### config.mk
export PLATFORM = sky130hd
export DESIGN_NAME = dram_refresh_seq
export DESIGN_NICKNAME = d
export VERILOG_FILES = /design/src/rtl/rfsh_pkg.sv /design/src/rtl/rfsh_timer.sv /design/src/rtl/rfsh_fsm.sv /design/src/rtl/page_flag.sv /design/src/rtl/dram_refresh_seq.sv
export SDC_FILE = /design/constraint.sdc
export NUM_CORES = 1
export LEC_CHECK = 0
export BUFFER_PORTS_ARGS = -buffer_cell sky130_fd_sc_hd__buf_2
export CORE_MARGIN = 1.5
export CORE_UTILIZATION = 57
export DETAILED_ROUTE_END_ITERATION = 10
export PLACE_DENSITY = 0.85
export SLEW_MARGIN = 20
export SYNTH_ARGS = -nofsm -noshare
export SYNTH_HDL_FRONTEND = slang
export SYNTH_SLANG_ARGS = --single-unit
### constraint.sdc
create_clock -name clk -period 1.55 [get_ports clk]
set_input_delay 0.0775 -clock clk [delete_from_list [all_inputs] [get_ports clk]]
set_output_delay 0.0775 -clock clk [all_outputs]
set_load 0.005 [all_outputs]
### src/rtl/rfsh_pkg.sv
`timescale 1ns/1ps
// Shared types for the refresh sequencer.
// Assumes: nothing beyond the IEEE 1800-2017 language.
package rfsh_pkg;

    // One-hot sequencer states, in the order a refresh visits them.
    typedef enum logic [6:0] {
        ST_IDLE = 7'b000_0001,
        ST_ACK  = 7'b000_0010,
        ST_PRE  = 7'b000_0100,
        ST_CAS  = 7'b000_1000,
        ST_RAS  = 7'b001_0000,
        ST_REL  = 7'b010_0000,
        ST_INV  = 7'b100_0000
    } rfsh_state_e;

endpackage

### src/rtl/rfsh_timer.sv
`timescale 1ns/1ps
// Refresh interval timer.
// Counts INTERVAL_CLKS clocks per period and raises a request at the end of
// each period. The request stays pending until the sequencer grants it.
// Assumes: INTERVAL_CLKS >= 2, grant_i is a single-cycle pulse.
module rfsh_timer #(
    parameter int unsigned INTERVAL_CLKS = 3120
) (
    input  logic clk,
    input  logic rst_n,
    input  logic grant_i,
    output logic req_o
);
    localparam int unsigned CW = $clog2(INTERVAL_CLKS);

    logic [CW-1:0] tick_cnt;
    logic          period_end;

    assign period_end = (tick_cnt == CW'(INTERVAL_CLKS - 1));

    // Free-running period counter.
    always_ff @(posedge clk) begin
        if (!rst_n)          tick_cnt <= '0;
        else if (period_end) tick_cnt <= '0;
        else                 tick_cnt <= tick_cnt + 1'b1;
    end

    // Pending request: a new period end wins over a grant in the same cycle.
    always_ff @(posedge clk) begin
        if (!rst_n)          req_o <= 1'b0;
        else if (period_end) req_o <= 1'b1;
        else if (grant_i)    req_o <= 1'b0;
    end

    AST_REQ_HELD: assert property (@(posedge clk) disable iff (!rst_n)
        (req_o && !grant_i) |=> req_o);

endmodule

### src/rtl/rfsh_fsm.sv
`timescale 1ns/1ps
// Refresh sequencer state machine.
// Grants a pending request only while the bus strobe is low. It then walks
// ACK, PRE (PRE_CLKS), CAS, RAS (RAS_CLKS), REL and INV. A single dwell
// counter times both waits.
// Assumes: PRE_CLKS >= 1, RAS_CLKS >= 1; the access RAS logic drops its RAS
// when the acknowledge rises, so precharge is counted from that point.
module rfsh_fsm
    import rfsh_pkg::*;
#(
    parameter int unsigned PRE_CLKS = 3,
    parameter int unsigned RAS_CLKS = 4
) (
    input  logic clk,
    input  logic rst_n,
    input  logic req_i,
    input  logic bus_strobe_i,
    output logic grant_o,
    output logic ack_o,
    output logic cas_o,
    output logic ras_o,
    output logic inv_set_o
);
    localparam int unsigned MAXD = (PRE_CLKS > RAS_CLKS) ? PRE_CLKS : RAS_CLKS;
    localparam int unsigned DW   = $clog2(MAXD + 1);
    localparam int unsigned GW   = $clog2(PRE_CLKS + 5);

    rfsh_state_e   state, state_nx;
    logic [DW-1:0] dwell, dwell_nx;

    assign grant_o = (state == ST_IDLE) && req_i && !bus_strobe_i;

    // Next-state and dwell counter logic.
    always_comb begin
        state_nx = state;
        dwell_nx = dwell;
        unique case (state)
            ST_IDLE: if (grant_o) state_nx = ST_ACK;
            ST_ACK: begin
                state_nx = ST_PRE;
                dwell_nx = DW'(PRE_CLKS - 1);
            end
            ST_PRE: begin
                if (dwell == '0) state_nx = ST_CAS;
                else             dwell_nx = dwell - 1'b1;
            end
            ST_CAS: begin
                state_nx = ST_RAS;
                dwell_nx = DW'(RAS_CLKS - 1);
            end
            ST_RAS: begin
                if (dwell == '0) state_nx = ST_REL;
                else             dwell_nx = dwell - 1'b1;
            end
            ST_REL:  state_nx = ST_INV;
            ST_INV:  state_nx = ST_IDLE;
            default: state_nx = ST_IDLE;
        endcase
    end

    // State and dwell registers.
    always_ff @(posedge clk) begin
        if (!rst_n) begin
            state <= ST_IDLE;
            dwell <= '0;
        end else begin
            state <= state_nx;
            dwell <= dwell_nx;
        end
    end

    assign ack_o     = (state != ST_IDLE);
    assign cas_o     = (state == ST_CAS) || (state == ST_RAS);
    assign ras_o     = (state == ST_RAS);
    assign inv_set_o = (state == ST_REL);

    // Checker counter: cycles spent acknowledged with CAS low since ack rose.
    logic [GW-1:0] gap_cnt;
    always_ff @(posedge clk) begin
        if (!rst_n || !ack_o)  gap_cnt <= '0;
        else if (!cas_o)       gap_cnt <= gap_cnt + 1'b1;
    end

    AST_GRANT_BUS_IDLE: assert property (@(posedge clk) disable iff (!rst_n)
        $rose(ack_o) |-> !$past(bus_strobe_i));
    AST_PRECHARGE_GAP: assert property (@(posedge clk) disable iff (!rst_n)
        $rose(cas_o) |-> (gap_cnt >= GW'(PRE_CLKS + 1)));
    AST_CAS_BEFORE_RAS: assert property (@(posedge clk) disable iff (!rst_n)
        $rose(ras_o) |-> $past(cas_o));
    AST_CAS_SPANS_RAS: assert property (@(posedge clk) disable iff (!rst_n)
        ras_o |-> cas_o);

endmodule

### src/rtl/page_flag.sv
`timescale 1ns/1ps
// Page-invalid flag register.
// Set by reset and by the sequencer's release state. Cleared when a bus
// cycle ends (strobe seen high, then low) while no refresh is acknowledged.
// Assumes: bus_strobe is synchronous to clk.
module page_flag (
    input  logic clk,
    input  logic rst_n,
    input  logic set_i,
    input  logic ack_i,
    input  logic strobe_i,
    output logic invalid_o
);
    logic strobe_q;

    // Previous strobe sample, used to find the end of a bus cycle.
    always_ff @(posedge clk) begin
        if (!rst_n) strobe_q <= 1'b0;
        else        strobe_q <= strobe_i;
    end

    // Flag update: refresh sets, a completed access outside refresh clears.
    always_ff @(posedge clk) begin
        if (!rst_n)                                invalid_o <= 1'b1;
        else if (set_i)                            invalid_o <= 1'b1;
        else if (!ack_i && strobe_q && !strobe_i)  invalid_o <= 1'b0;
    end

    AST_FLAG_BETWEEN_CYCLES: assert property (@(posedge clk) disable iff (!rst_n)
        !$stable(invalid_o) |-> ($past(ack_i) || !$past(strobe_i)));

endmodule

### src/rtl/dram_refresh_seq.sv
`timescale 1ns/1ps
// DRAM CAS-before-RAS refresh sequencer, top level.
// Ties the interval timer, the sequencer and the page-invalid flag together
// and fans the refresh RAS out to every bank.
// Assumes: the access RAS logic honours rfsh_ack and page_invalid.
module dram_refresh_seq #(
    parameter int unsigned INTERVAL_CLKS = 3120,
    parameter int unsigned PRE_CLKS      = 3,
    parameter int unsigned RAS_CLKS      = 4,
    parameter int unsigned NBANK         = 4
) (
    input  logic             clk,
    input  logic             rst_n,
    input  logic             bus_strobe,
    output logic             rfsh_ack,
    output logic             rfsh_cas,
    output logic [NBANK-1:0] rfsh_ras,
    output logic             page_invalid
);
    logic req, grant, ras_all, inv_set;

    rfsh_timer #(.INTERVAL_CLKS(INTERVAL_CLKS)) u_timer (
        .clk     (clk),
        .rst_n   (rst_n),
        .grant_i (grant),
        .req_o   (req)
    );

    rfsh_fsm #(.PRE_CLKS(PRE_CLKS), .RAS_CLKS(RAS_CLKS)) u_fsm (
        .clk          (clk),
        .rst_n        (rst_n),
        .req_i        (req),
        .bus_strobe_i (bus_strobe),
        .grant_o      (grant),
        .ack_o        (rfsh_ack),
        .cas_o        (rfsh_cas),
        .ras_o        (ras_all),
        .inv_set_o    (inv_set)
    );

    page_flag u_flag (
        .clk       (clk),
        .rst_n     (rst_n),
        .set_i     (inv_set),
        .ack_i     (rfsh_ack),
        .strobe_i  (bus_strobe),
        .invalid_o (page_invalid)
    );

    // Every bank receives the same refresh RAS.
    for (genvar g = 0; g < NBANK; g++) begin : g_bank
        assign rfsh_ras[g] = ras_all;
    end

    AST_INVALID_AT_ACK_END: assert property (@(posedge clk) disable iff (!rst_n)
        $fell(rfsh_ack) |-> page_invalid);
    AST_ACK_COVERS_RAS: assert property (@(posedge clk) disable iff (!rst_n)
        (rfsh_ras != '0) |-> rfsh_ack);

endmodule

# [Word level (Yosys, flattened, before mapping)]
# Index checks and enable logic that the tools add are counted.
# W data, S select, Z words.
[totals] ff_bits=25 latch_bits=0 ramBits=0 mem_bits_ro=0 out_inout_bits=7 mem_count=0
[classes] addsub=2 multipliers=0 div=0 magnitude_cmp=0 eq_ne=12 n_shift=0 muxes=8 bitwise_logic=1 n_reduce_logical=15
[op_table] operator="$pmux W7 S6" n=1
[op_table] operator="$mux W7" n=3
[op_table] operator="$add A12 B1 Y12 const B" n=1
[op_table] operator="$eq A12 B12 Y1 const B" n=1
[op_table] operator="$pmux W3 S3" n=1
[op_table] operator="$eq A7 B1 Y1 const B" n=1
[op_table] operator="$eq A7 B2 Y1 const B" n=1
[op_table] operator="$eq A7 B3 Y1 const B" n=1
[op_table] operator="$eq A7 B4 Y1 const B" n=1
[op_table] operator="$eq A7 B5 Y1 const B" n=1
[op_table] operator="$eq A7 B6 Y1 const B" n=1
[op_table] operator="$ne A7 B1 Y1 const B" n=1
[op_table] operator="$reduce_or A2 Y1" n=3
[op_table] operator="$logic_and A1 B1 Y1" n=4
[op_table] operator="$ne A2 B1 Y1 const B" n=2
[op_table] operator="$ne A2 B2 Y1 const B" n=2
[op_table] operator="$logic_not A3 Y1" n=1
[op_table] operator="$mux W3" n=1
[op_table] operator="$reduce_and A3 Y1" n=1
[op_table] operator="$reduce_bool A3 Y1" n=1
[op_table] operator="$sub A3 B1 Y3 const B" n=1
[op_table] operator="$logic_not A1 Y1" n=2
[op_table] operator="$mux W1" n=2
[op_table] operator="$reduce_and A2 Y1" n=1
[op_table] operator="3 further kinds" n=3

# [Logic depth before layout (Yosys ltp)]
[depth] word_depth=5 ltp_mapped=6

# [Cells and area by module]
# A second synthesis with hierarchy kept.
[hier_totals] cells_unflattened=130 area_unflattened_um2=1224.9
[by_module_without_submodules] mod="rfsh_timer" n_inst=1 cells_per_inst=63 area_each_um2=585.6
[by_module_without_submodules] mod="rfsh_fsm" n_inst=1 cells_per_inst=57 area_each_um2=541.8
[by_module_without_submodules] mod="page_flag" n_inst=1 cells_per_inst=6 area_each_um2=67.6
[by_module_without_submodules] mod="dram_refresh_seq" n_inst=1 cells_per_inst=4 area_each_um2=30.0

# [Worst setup path before layout]
# Ideal clock, no wire load.
[synth_timing] kind="reg2reg" startpoint="reg u_fsm.dwell[0]" endpoint="reg u_fsm.dwell[1]" setup_ns=0.116 t_arrival_ns=1.229 slack_ns=0.205 stages_incl_launch_ff=7 path_buffers=0 synth_period_minus_slack_ns=1.345 path_cell_list="dfxtp_1 -> inv_1 -> ha_1 -> nand2b_1 -> and4_1 -> or2_1 -> o211a_1"
[synth_via] elab_chain_cells=3
[synth_lines] element="from (decl)" line="rfsh_fsm.sv:29" source="logic [DW-1:0] dwell, dwell_nx;"
[synth_lines] element="from (signal assigned)" line="rfsh_fsm.sv:68" source="dwell <= dwell_nx;"
[synth_lines] element="$sub A3 B1 Y3 or $logic_not A3 Y1 (tied branches)"
[synth_lines] element="$mux W3 or $ne A2 B2 Y1 (tied branches)"
[synth_lines] element="$pmux W3 S3 or $reduce_and A2 Y1 (tied branches)"
# Parallel ways exist; a longest one is shown, timed or not. The select of a mux whose other input is x is not followed.
# A chain may end at the register's enable or synchronous reset.

# [Final worst setup path]
[layout_timing] startpoint="reg u_fsm.state[4]" endpoint="out rfsh_ack"
[layout_via] elab_chain_cells=1
[layout_lines] element="from (decl)" line="rfsh_fsm.sv:28" source="rfsh_state_e state, state_nx;"
[layout_lines] element="from (signal assigned)" line="rfsh_fsm.sv:67" source="state <= state_nx;"
[layout_lines] element="$ne A7 B1 Y1" line="rfsh_fsm.sv:72" source="assign ack_o = (state != ST_IDLE);"
[layout_lines] element="to (decl)" line="dram_refresh_seq.sv:15" source="output logic rfsh_ack,"
# No other way between the ends.

==> impl_metrics.yaml <==
sta:
  rsz0062_at_grt: "no"
  postLayoutSetupSlackWorst_ps: 107
  finalClockSkew_ps: 1.50
  max_freq_mhz: 693
  tns_ps: 0
  worst_pin_slew_ps: 337
  post-route-period-util_pct: 93.1
  setup-violations-final: 0
  whs_ps: 53.5
  drv_slew: 0
  hold_viol: 0
  period_minus_slack_ps: 1440
  relSlewSlack_pct: 77.5
cells_and_area:
  finalNetCount: 146
  final_cells: 166
  syn2layout_area_growth_pct: 11.4
  nFillCells: 168
  drive_gt1_share_pct: 17.3
  antenna_cells: 0
place:
  dp_slack_ps: 84.5
  hpwl_microns: 1460
  portBuffers: 9
  dp.cells: 156
  gp_congestion: 0.789
synthesis:
  synth-edff-count: 0
  yosysTopAreaCell: "dfxtp_1"
  synth_seq_cells: 25
  synthDominantCellAreaShare_pct: 43.0
  synth_area_leaders: "dfxtp_1 43%, xor2_1 8.3%, nor2_1 5.2%"
  ys_types: 41
  synth_flop_cell: "dfxtp_1"
  yosysMostFrequentCell: "dfxtp_1"
  seq_area_frac_synth_pct: 43.0
  ys_warn_count: 0
  synthTopCellsByCount: "25 x dfxtp_1, 16 x nor2_1, 11 x xor2_1"
  postSynth.asyncResetShare_pct: 0
  syn_nets: 131
  syn_inst: 125
  avgSynthCellArea_sq_um: 9.32
  synthesis.area_sq_um: 1160
flow_run:
  drv_cap: 0
route:
  postRouteAntennaNets: 0
  viasPerCell: 5.32
  wl_per_cell_microns: 12.3
  routed_wirelength_microns: 2040
  dr.pass1.iters: 5
  drt_iter0_drc: 16
  drcViolationCount: 0
  vias: 883
pwr:
  switching_share_pct: 20.4
  pwr_density_cell_nw_per_um2: 741
  p_sw_mw: 0.196
  internal_power_mw: 0.766
  power_leakage_nw: 0.566
  ir_worst_vdd_v: 0.000587
  p_clk_share_pct: 28.5
  power_mw: 0.961
  p_comb_share_pct: 3.1
  p_seq_share_pct: 68.5
min_path:
  hold-path-endpoint: "u_flag.invalid_o$_SDFFE_PP1P_"
  hp-class: "input pin to register"
  hp-start: "rst_n"
  holdPathStages: 2
die:
  dieHeight_microns: 48.2
  core_area_sq_um: 1940
  boundaryPins: 10
  die-area_sq_um: 2320
  fp.dieW_microns: 48.2
  rows: 16
  start_util_pct: 60.0
grt:
  grt_pass1_wl_microns: 3280
  grt_pass1_vias: 768
  overflow: 0
  grt_max_degree: 14
  grt_antenna_before_repair: 0
  track_usage_pct: 20.3
worst_setup_path:
  reg2reg_depth: 6
  rr_endpoint: "u_fsm.dwell[1]$_SDFFE_PN0P_"
  cp-start-kind: "register"
  reg2reg_from: "u_fsm.dwell[0]$_SDFFE_PN0P_"
  worstSetupPathType: "register to output pin"
  cp-end-kind: "output pin"
  ff2ff_setup_slack_ps: 110
  crit_required_ps: 1470
  slowest_stage: "dfxtp_1"
  cp_top_family: "flip-flops"
  cp_cell_sequence: "nor3_4 > buf_4 > nand4b_2 > buf_2"
  cp_data_arrival_time_ps: 1370
  cp_max_fo: 5
  crit_path_max_incr_delay_ps: 400
  crit_buf_inv: 2
clock_tree:
  cts_made_buffers: 3
  cts_tree: "done"
  cts-root-buf: "clkbuf_4"
  clk_latency_ps: 300
  h-tree-depth: 1
  cts.sinks: 25
  clkTransAtPathRegs_ps: 120
  clockBufferDepth: 2
outcome:
  status: "finished, final reports clean"
-- registers in the layout (all words and copies together) (netlist names) --
name,flops
u_fsm.state,7
u_timer.tick_cnt,12
u_fsm.dwell,3
u_flag.invalid_o,1
u_timer.req_o,1
u_flag.strobe_q,1
-- metal layers --
metal | global-route usage, % | up-vias | share of wire [%] | routed length [microns]
met4 | 6.49 | 0 | 0.83 | 17
met1 | 28.9 | 409 | 50 | 1010
li1 | - | 460 | - | -
met2 | 30.8 | 10 | 48 | 973
met5 | 0 | - | 0 | 0
met3 | 4.44 | 4 | 1.8 | 36
-- worst max path at each step --
stage                           startpoint                     endpoint  slack, ps  depth (start not counted)
3_5_place_dp   u_fsm.dwell[0]$_SDFFE_PN0P_  u_fsm.dwell[1]$_SDFFE_PN0P_         80                          6
2_1_floorplan  u_fsm.dwell[0]$_SDFFE_PN0P_  u_fsm.dwell[1]$_SDFFE_PN0P_        210                          6
3_3_place_gp   u_fsm.dwell[0]$_SDFFE_PN0P_  u_fsm.dwell[1]$_SDFFE_PN0P_        170                          6
6_report       u_fsm.state[4]$_SDFFE_PN0P_                     rfsh_ack        110                          4
4_1_cts        u_fsm.state[6]$_SDFFE_PN0P_                     rfsh_cas         30                          4
5_1_grt        u_fsm.state[4]$_SDFFE_PN0P_                     rfsh_ack         30                          4
-- through the flow --
step | cell area, sq um | util (%)
after floorplan | 1160 | -
after global placement | 1210 | 62.4
after detailed placement | 1210 | 62.4
after CTS | 1260 | 64.9
after global routing | 1300 | 66.8
final | 1300 | 66.8
-- final cells by class --
class                           instances  area (sq um)  share of cell area [%]
Multi-Input combinational cell         90           622                    47.9
Tap cell                               27          33.8                    2.60
Clock buffer                            4          26.3                    2.03
Inverter                                4          15.0                    1.16
Sequential cell                        25           500                    38.6
Timing Repair Buffer                   16           100                    7.71
-- repair_timing --
action | CTS | global route
endpoints found under the setup margin | 4 | 7
gates cloned | 0 | 0
setup buffers | 0 | 5
hold buffers | 1 | 0
endpoints found under the hold margin | 1 | 0
gates resized for setup | 2 | 0
pin swaps | 0 | 3
-- placed cells by master (no fill, tap or decap), drive strengths merged, types with 2 or more instances in the layout --
cell    Yosys  final
a21boi      2      2
inv         4      4
dfxtp      25     25
and2        3      3
nand3       6      6
nor2       17     17
nand2       9      9
xor2       11     11
and3        5      5
clkbuf      1      4
ha          3      3
nand4       4      4
nor3        3      3
buf         5     15
o21ai       2      2
nand4b      5      5
and4        3      3
-- cells by family (layout without fill, tap and decap cells) --
group | Yosys count | in the layout | synth area share [%]
flops | 25 | 25 | 43.0
buf+inv | 10 | 24 | 4.62
compound gates | 10 | 10 | 6.34
simple gates | 64 | 64 | 33.0
mux | 1 | 1 | 0.859
fa+ha+maj | 3 | 3 | 3.22
xor+xnor | 12 | 12 | 9.02
-- power by group through the flow --
stage                     registers (mW)  clock network (mW)  logic, mW
after floorplan                    0.671                   0     0.0186
after global placement             0.672                   0     0.0269
after detailed placement           0.673                   0     0.0281
after CTS                          0.658               0.289     0.0302
after global routing               0.660               0.310     0.0339
final                              0.658               0.274     0.0296
(Power assumes the default switching activity.)
